### src/rtl/exu_pkg.sv
package exu_pkg;
    localparam int OP_W = 4;
    localparam int CCR_W = 6;

    localparam int F_H = 5;
    localparam int F_I = 4;
    localparam int F_N = 3;
    localparam int F_Z = 2;
    localparam int F_V = 1;
    localparam int F_C = 0;

    typedef enum logic [OP_W-1:0] {
        OP_NONE  = 4'd0,
        OP_WADD  = 4'd1,
        OP_WSUB  = 4'd2,
        OP_WSHL  = 4'd3,
        OP_WSHR  = 4'd4,
        OP_XADDB = 4'd5,
        OP_BMUL  = 4'd6,
        OP_SWAP  = 4'd7,
        OP_X2S   = 4'd8,
        OP_S2X   = 4'd9,
        OP_XINC  = 4'd10,
        OP_XDEC  = 4'd11,
        OP_SINC  = 4'd12,
        OP_SDEC  = 4'd13,
        OP_RSV0  = 4'd14,
        OP_RSV1  = 4'd15
    } exu_op_e;
endpackage

### src/rtl/exu_word_alu.sv
module exu_word_alu
    import exu_pkg::*;
#(
    parameter int WORD_W = 16
) (
    input  exu_op_e             op,
    input  logic [WORD_W-1:0]   d_in,
    input  logic [WORD_W-1:0]   m_in,
    output logic [WORD_W-1:0]   res,
    output logic                f_n,
    output logic                f_z,
    output logic                f_v,
    output logic                f_c
);
    localparam int MSB = WORD_W - 1;

    logic [WORD_W:0] sum_w;
    logic [WORD_W:0] dif_w;

    assign sum_w = {1'b0, d_in} + {1'b0, m_in};
    assign dif_w = {1'b0, d_in} - {1'b0, m_in};

    always_comb begin
        res = d_in;
        f_v = 1'b0;
        f_c = 1'b0;
        unique case (op)
            OP_WADD: begin
                res = sum_w[MSB:0];
                f_c = sum_w[WORD_W];
                f_v = (d_in[MSB] == m_in[MSB]) && (sum_w[MSB] != d_in[MSB]);
            end
            OP_WSUB: begin
                res = dif_w[MSB:0];
                f_c = dif_w[WORD_W];
                f_v = (d_in[MSB] != m_in[MSB]) && (dif_w[MSB] != d_in[MSB]);
            end
            OP_WSHL: begin
                res = {d_in[MSB-1:0], 1'b0};
                f_c = d_in[MSB];
                f_v = d_in[MSB-1] ^ d_in[MSB];
            end
            OP_WSHR: begin
                res = {1'b0, d_in[MSB:1]};
                f_c = d_in[0];
                f_v = d_in[0];
            end
            default: ;
        endcase
    end

    assign f_n = res[MSB];
    assign f_z = (res == '0);
endmodule

### src/rtl/exu_byte_mul.sv
module exu_byte_mul #(
    parameter int BYTE_W = 8
) (
    input  logic [BYTE_W-1:0]   mc,
    input  logic [BYTE_W-1:0]   mp,
    output logic [2*BYTE_W-1:0] prod
);
    logic [2*BYTE_W-1:0] part [BYTE_W];

    for (genvar k = 0; k < BYTE_W; k++) begin : g_part
        assign part[k] = mp[k] ? ({{BYTE_W{1'b0}}, mc} << k) : '0;
    end

    always_comb begin
        prod = '0;
        for (int k = 0; k < BYTE_W; k++) begin
            prod = prod + part[k];
        end
    end
endmodule

### src/rtl/exu_ptr_unit.sv
module exu_ptr_unit
    import exu_pkg::*;
#(
    parameter int BYTE_W = 8
) (
    input  exu_op_e               op,
    input  logic [2*BYTE_W-1:0]   x_in,
    input  logic [2*BYTE_W-1:0]   s_in,
    input  logic [BYTE_W-1:0]     b_in,
    output logic [2*BYTE_W-1:0]   x_out,
    output logic [2*BYTE_W-1:0]   s_out
);
    localparam int WORD_W = 2 * BYTE_W;
    localparam logic [WORD_W-1:0] ONE = WORD_W'(1);

    always_comb begin
        x_out = x_in;
        s_out = s_in;
        unique case (op)
            OP_XADDB: x_out = x_in + {{BYTE_W{1'b0}}, b_in};
            OP_S2X:   x_out = s_in + ONE;
            OP_XINC:  x_out = x_in + ONE;
            OP_XDEC:  x_out = x_in - ONE;
            OP_X2S:   s_out = x_in - ONE;
            OP_SINC:  s_out = s_in + ONE;
            OP_SDEC:  s_out = s_in - ONE;
            default: ;
        endcase
    end
endmodule

### src/rtl/exu_core.sv
module exu_core
    import exu_pkg::*;
#(
    parameter int BYTE_W = 8
) (
    input  logic                  clk,
    input  logic                  rst,
    input  logic                  op_valid,
    input  logic [3:0]            op_code,
    input  logic [2*BYTE_W-1:0]   operand,
    output logic [BYTE_W-1:0]     acc_a,
    output logic [BYTE_W-1:0]     acc_b,
    output logic [2*BYTE_W-1:0]   idx_x,
    output logic [2*BYTE_W-1:0]   stk_p,
    output logic [5:0]            ccr
);
    localparam int WORD_W = 2 * BYTE_W;

    logic [WORD_W-1:0] d_q, d_n;
    logic [WORD_W-1:0] x_q, x_n;
    logic [WORD_W-1:0] s_q, s_n;
    logic [CCR_W-1:0]  f_q, f_n;

    exu_op_e op;
    assign op = exu_op_e'(op_code);

    logic [WORD_W-1:0] alu_res;
    logic              alu_n, alu_z, alu_v, alu_c;
    logic [WORD_W-1:0] mul_res;
    logic [WORD_W-1:0] px_res, ps_res;

    exu_word_alu #(.WORD_W(WORD_W)) u_alu (
        .op   (op),
        .d_in (d_q),
        .m_in (operand),
        .res  (alu_res),
        .f_n  (alu_n),
        .f_z  (alu_z),
        .f_v  (alu_v),
        .f_c  (alu_c)
    );

    exu_byte_mul #(.BYTE_W(BYTE_W)) u_mul (
        .mc   (d_q[WORD_W-1:BYTE_W]),
        .mp   (d_q[BYTE_W-1:0]),
        .prod (mul_res)
    );

    exu_ptr_unit #(.BYTE_W(BYTE_W)) u_ptr (
        .op    (op),
        .x_in  (x_q),
        .s_in  (s_q),
        .b_in  (d_q[BYTE_W-1:0]),
        .x_out (px_res),
        .s_out (ps_res)
    );

    // next-state selection
    always_comb begin
        d_n = d_q;
        x_n = x_q;
        s_n = s_q;
        f_n = f_q;
        if (op_valid) begin
            unique case (op)
                OP_WADD, OP_WSUB, OP_WSHL, OP_WSHR: begin
                    d_n      = alu_res;
                    f_n[F_N] = alu_n;
                    f_n[F_Z] = alu_z;
                    f_n[F_V] = alu_v;
                    f_n[F_C] = alu_c;
                end
                OP_BMUL: begin
                    d_n      = mul_res;
                    f_n[F_C] = mul_res[BYTE_W-1];
                end
                OP_SWAP: begin
                    d_n = x_q;
                    x_n = d_q;
                end
                OP_XADDB, OP_S2X: x_n = px_res;
                OP_XINC, OP_XDEC: begin
                    x_n      = px_res;
                    f_n[F_Z] = (px_res == '0);
                end
                OP_X2S, OP_SINC, OP_SDEC: s_n = ps_res;
                default: ;
            endcase
        end
    end

    // architectural state register
    always_ff @(posedge clk) begin
        if (rst) begin
            d_q <= '0;
            x_q <= '0;
            s_q <= '0;
            f_q <= '0;
        end else begin
            d_q <= d_n;
            x_q <= x_n;
            s_q <= s_n;
            f_q <= f_n;
        end
    end

    assign acc_a = d_q[WORD_W-1:BYTE_W];
    assign acc_b = d_q[BYTE_W-1:0];
    assign idx_x = x_q;
    assign stk_p = s_q;
    assign ccr   = f_q;
endmodule

### config.mk
export PLATFORM = sky130hd
export DESIGN_NAME = exu_core
export DESIGN_NICKNAME = d
export VERILOG_FILES = /design/src/rtl/exu_pkg.sv /design/src/rtl/exu_word_alu.sv /design/src/rtl/exu_byte_mul.sv /design/src/rtl/exu_ptr_unit.sv /design/src/rtl/exu_core.sv
export SDC_FILE = /design/constraint.sdc
export NUM_CORES = 1
export LEC_CHECK = 0
export BUFFER_PORTS_ARGS = -buffer_cell sky130_fd_sc_hd__buf_2
export CAP_MARGIN = 40
export CORE_UTILIZATION = 40
export CTS_CLUSTER_SIZE = 28
export DETAILED_ROUTE_END_ITERATION = 10
export MAX_ROUTING_LAYER = met4
export PLACE_DENSITY = 0.59
export SLEW_MARGIN = 15
export SYNTH_ARGS = -nofsm -noshare
export SYNTH_HDL_FRONTEND = slang
export SYNTH_SLANG_ARGS = --single-unit
### constraint.sdc
create_clock -name clk -period 8.9 [get_ports clk]
set_clock_uncertainty 0.2 [all_clocks]
set_input_delay 0.89 -clock clk [delete_from_list [all_inputs] [get_ports clk]]
set_output_delay 0.89 -clock clk [all_outputs]
set_load 0.01 [all_outputs]
==> metrics.txt <==
initial antenna violation count=0; Hold Slack=between 0.3 and 0.4 ns; Main synth FF type=dfxtp_1; FF+latch count, synth=between 50 and 60; Req. time, crit path=8.87 ns; Core ar.=20500 µm²; # Post-CTS Setup Buffers=0; Area after DPL=8920 µm²; routed vias=8914; Tot Pwr=roughly 900 µW; Hold WC Path Type=reg -> reg; TritonCTS Buffers=5; top cells by area, synth=dfxtp_1, ha_1, fa_1, a21oi_1, nor2_1; cell count after synthesis=1176; Arr. time, crit path=5.40 ns; total track usage=between 20 and 30%; slew margin rel.=approximately 43%; total die area=between 20000 and 25000 µm²; largest net degree at the start of global routing=54; starting density of the core=41.3%; Worst Tran Pin Value=about 0.86 ns; Reg clk slew, reported paths=0.08 ns; post-synthesis sequential area ratio=12.3%; fillers=2158; pwr dens=98.8 nW/µm²; Tmin final=5.43 ns; final core occ=44.3%; RSZ-0062 raised after global routing=false; setup TNS after final layout=0 ns; post-synthesis cell type count=a little under 80; final worst slack=3.47 ns; Die Width=147 µm; largest area contributor in the netlist=dfxtp_1; dpl ws=3.49 ns; H-tree depth=2; drt first-iter violations=1001; nets@finish=1319; drt first pass iters=7; Root Driver=clkbuf_16; # IOs=77; cell area after layout=9070 µm²; Final period util=around three fifths; post-CTS resize count=0; DPL Wire Length=22.0 mm; vias in the first global route=8290; Die Ht=147 µm; global route overflow=0; synth warn=0; maxcap violations=0; worst vdd ir=0.0750 mV; TritonCTS clock tree=done; Hold Violations, Final=0; via-per-instance ratio=roughly 6; ys async rst share=0%; Total Routed Length=29.4 mm; synth-to-layout area growth=7.34%; most common cell after layout, fill and taps aside=nor2_1; port buffer count=between 70 and 80; Routed Antenna Nets=0; global-route wire length before repair=46.7 mm; Critical Path End Type=flip-flop; Diodes inserted=0; crit start category=flip-flop; area share of the leading cell type in the synthesized netlist=between 10% and 20%; crit path max fanout=19; FMAX=184 MHz; outcome=finished clean; final RePlAce weighted congestion=slightly below 1; hold_buf cts=0; Sink Count=52; Final Slew Violations=0; Clock Latency Late Sink=~0.32 ns; Syn Area/Cell=7.19 µm²; final setup fails=0; Bufs on Longest Clock Path=2; layout cell share with drive strength beyond 1=approximately 9.7%; Mapped Area=8450 µm²; EDFF count, synth=0; Placed Cells=about 1400; Leakage=around 4.0 nW; # rows=52; detailed-route DRC error count=0; critical path type=reg -> reg; Non-Filler Instances=between 1000 and 1500; routed len/inst=20.3 µm; most frequent cells in the layout=nor2_1, nand2_1, a21oi_1
-- critical path, stage by stage, from the launching register on --
cell,delay [ns]
dfxtp_1,0.89
and2_1,0.27
fa_1,0.44
fa_1,0.48
fa_1,0.49
ha_1,0.31
ha_1,0.17
inv_1,0.06
fa_1,0.39
inv_1,0.07
a21oi_1,0.06
o21bai_1,0.20
a21oi_1,0.11
o21bai_1,0.26
a31oi_1,0.16
o21ai_0,0.24
xnor2_1,0.11
a221oi_1,0.26
a221oi_1,0.11
-- layout make-up --
| type | instances | area, µm² | share of cell area, % |
|---|---|---|---|
| Inverter | 86 | 323 | 3.56 |
| Timing Repair Buffer | 88 | 487 | 5.36 |
| Multi-Input combinational cell | 948 | 6730 | 74.2 |
| Sequential cell | 52 | 1040 | 11.5 |
| Tap cell | 270 | 338 | 3.72 |
| Clock inverter | 3 | 27.5 | 0.303 |
| Clock buffer | 5 | 125 | 1.38 |
-- cell usage after synthesis (all sizes together), types with 3 or more instances --
cell type / number
a211oi: 26
a21o: 8
a21oi: 97
a221oi: 13
a222oi: 5
a22oi: 8
a311oi: 14
a31oi: 9
and2: 49
and3: 10
buf: 17
clkbuf: 74
dfxtp: 52
fa: 41
ha: 74
inv: 86
mux2i: 3
nand2: 102
nand2b: 13
nand3: 20
nand3b: 5
nand4: 11
nor2: 120
nor2b: 18
nor3: 38
nor3b: 3
nor4: 10
o2111ai: 5
o211ai: 6
o21a: 3
o21ai: 52
o21bai: 14
o221ai: 11
o22a: 9
o22ai: 16
o2bb2ai: 4
o31ai: 13
o32a: 4
o41ai: 5
or2: 5
or3: 8
or3b: 3
or4: 5
xnor2: 33
xor2: 22
-- flip-flops by register name (all words and copies together) (netlist names) --
signal / flops
d_q: 16
idx_x: 16
stk_p: 16
ccr: 4
-- cells by family (layout without fill, tap and decap cells) --
logic type               count (synthesis)  count (layout)  share of synthesized area, %
XOR/XNOR                                55              55                          5.70
AO/OA/AOI/OAI                          347             347                          27.9
buffers and inverters                  177             182                          8.21
flip-flops                              52              52                          12.3
AND/OR/NAND/NOR                        423             423                          24.3
multiplexers                             6               6                         0.888
adder cells (fa/ha/maj)                115             115                          20.7
other                                    1               2                        0.0444
-- power breakdown --
group / internal [mW] / switching [mW]
combinational: 0.142 / 0.231
clock: 0.108 / 0.115
sequential: 0.247 / 0.0548
-- worst paths after layout --
| path | endpoint | depth (start not counted) | slack [ns] | from |
|---|---|---|---|---|
| worst max-delay path | d_q[15] | 18 | 3.47 | d_q[1] |
| worst min-delay path | ccr[0] | 2 | 0.31 | ccr[0] |
| worst max register to register | d_q[15] | 18 | 3.47 | d_q[1] |
| worst min register to register | ccr[0] | 2 | 0.31 | ccr[0] |
-- routing by layer --
layer	GRT usage, %	routed length, µm
met3	3.46	2190
met2	43.6	13500
met1	38.9	13300
met4	6.19	398
met5	-	0
No activity file was read; power rests on OpenSTA's default activity.
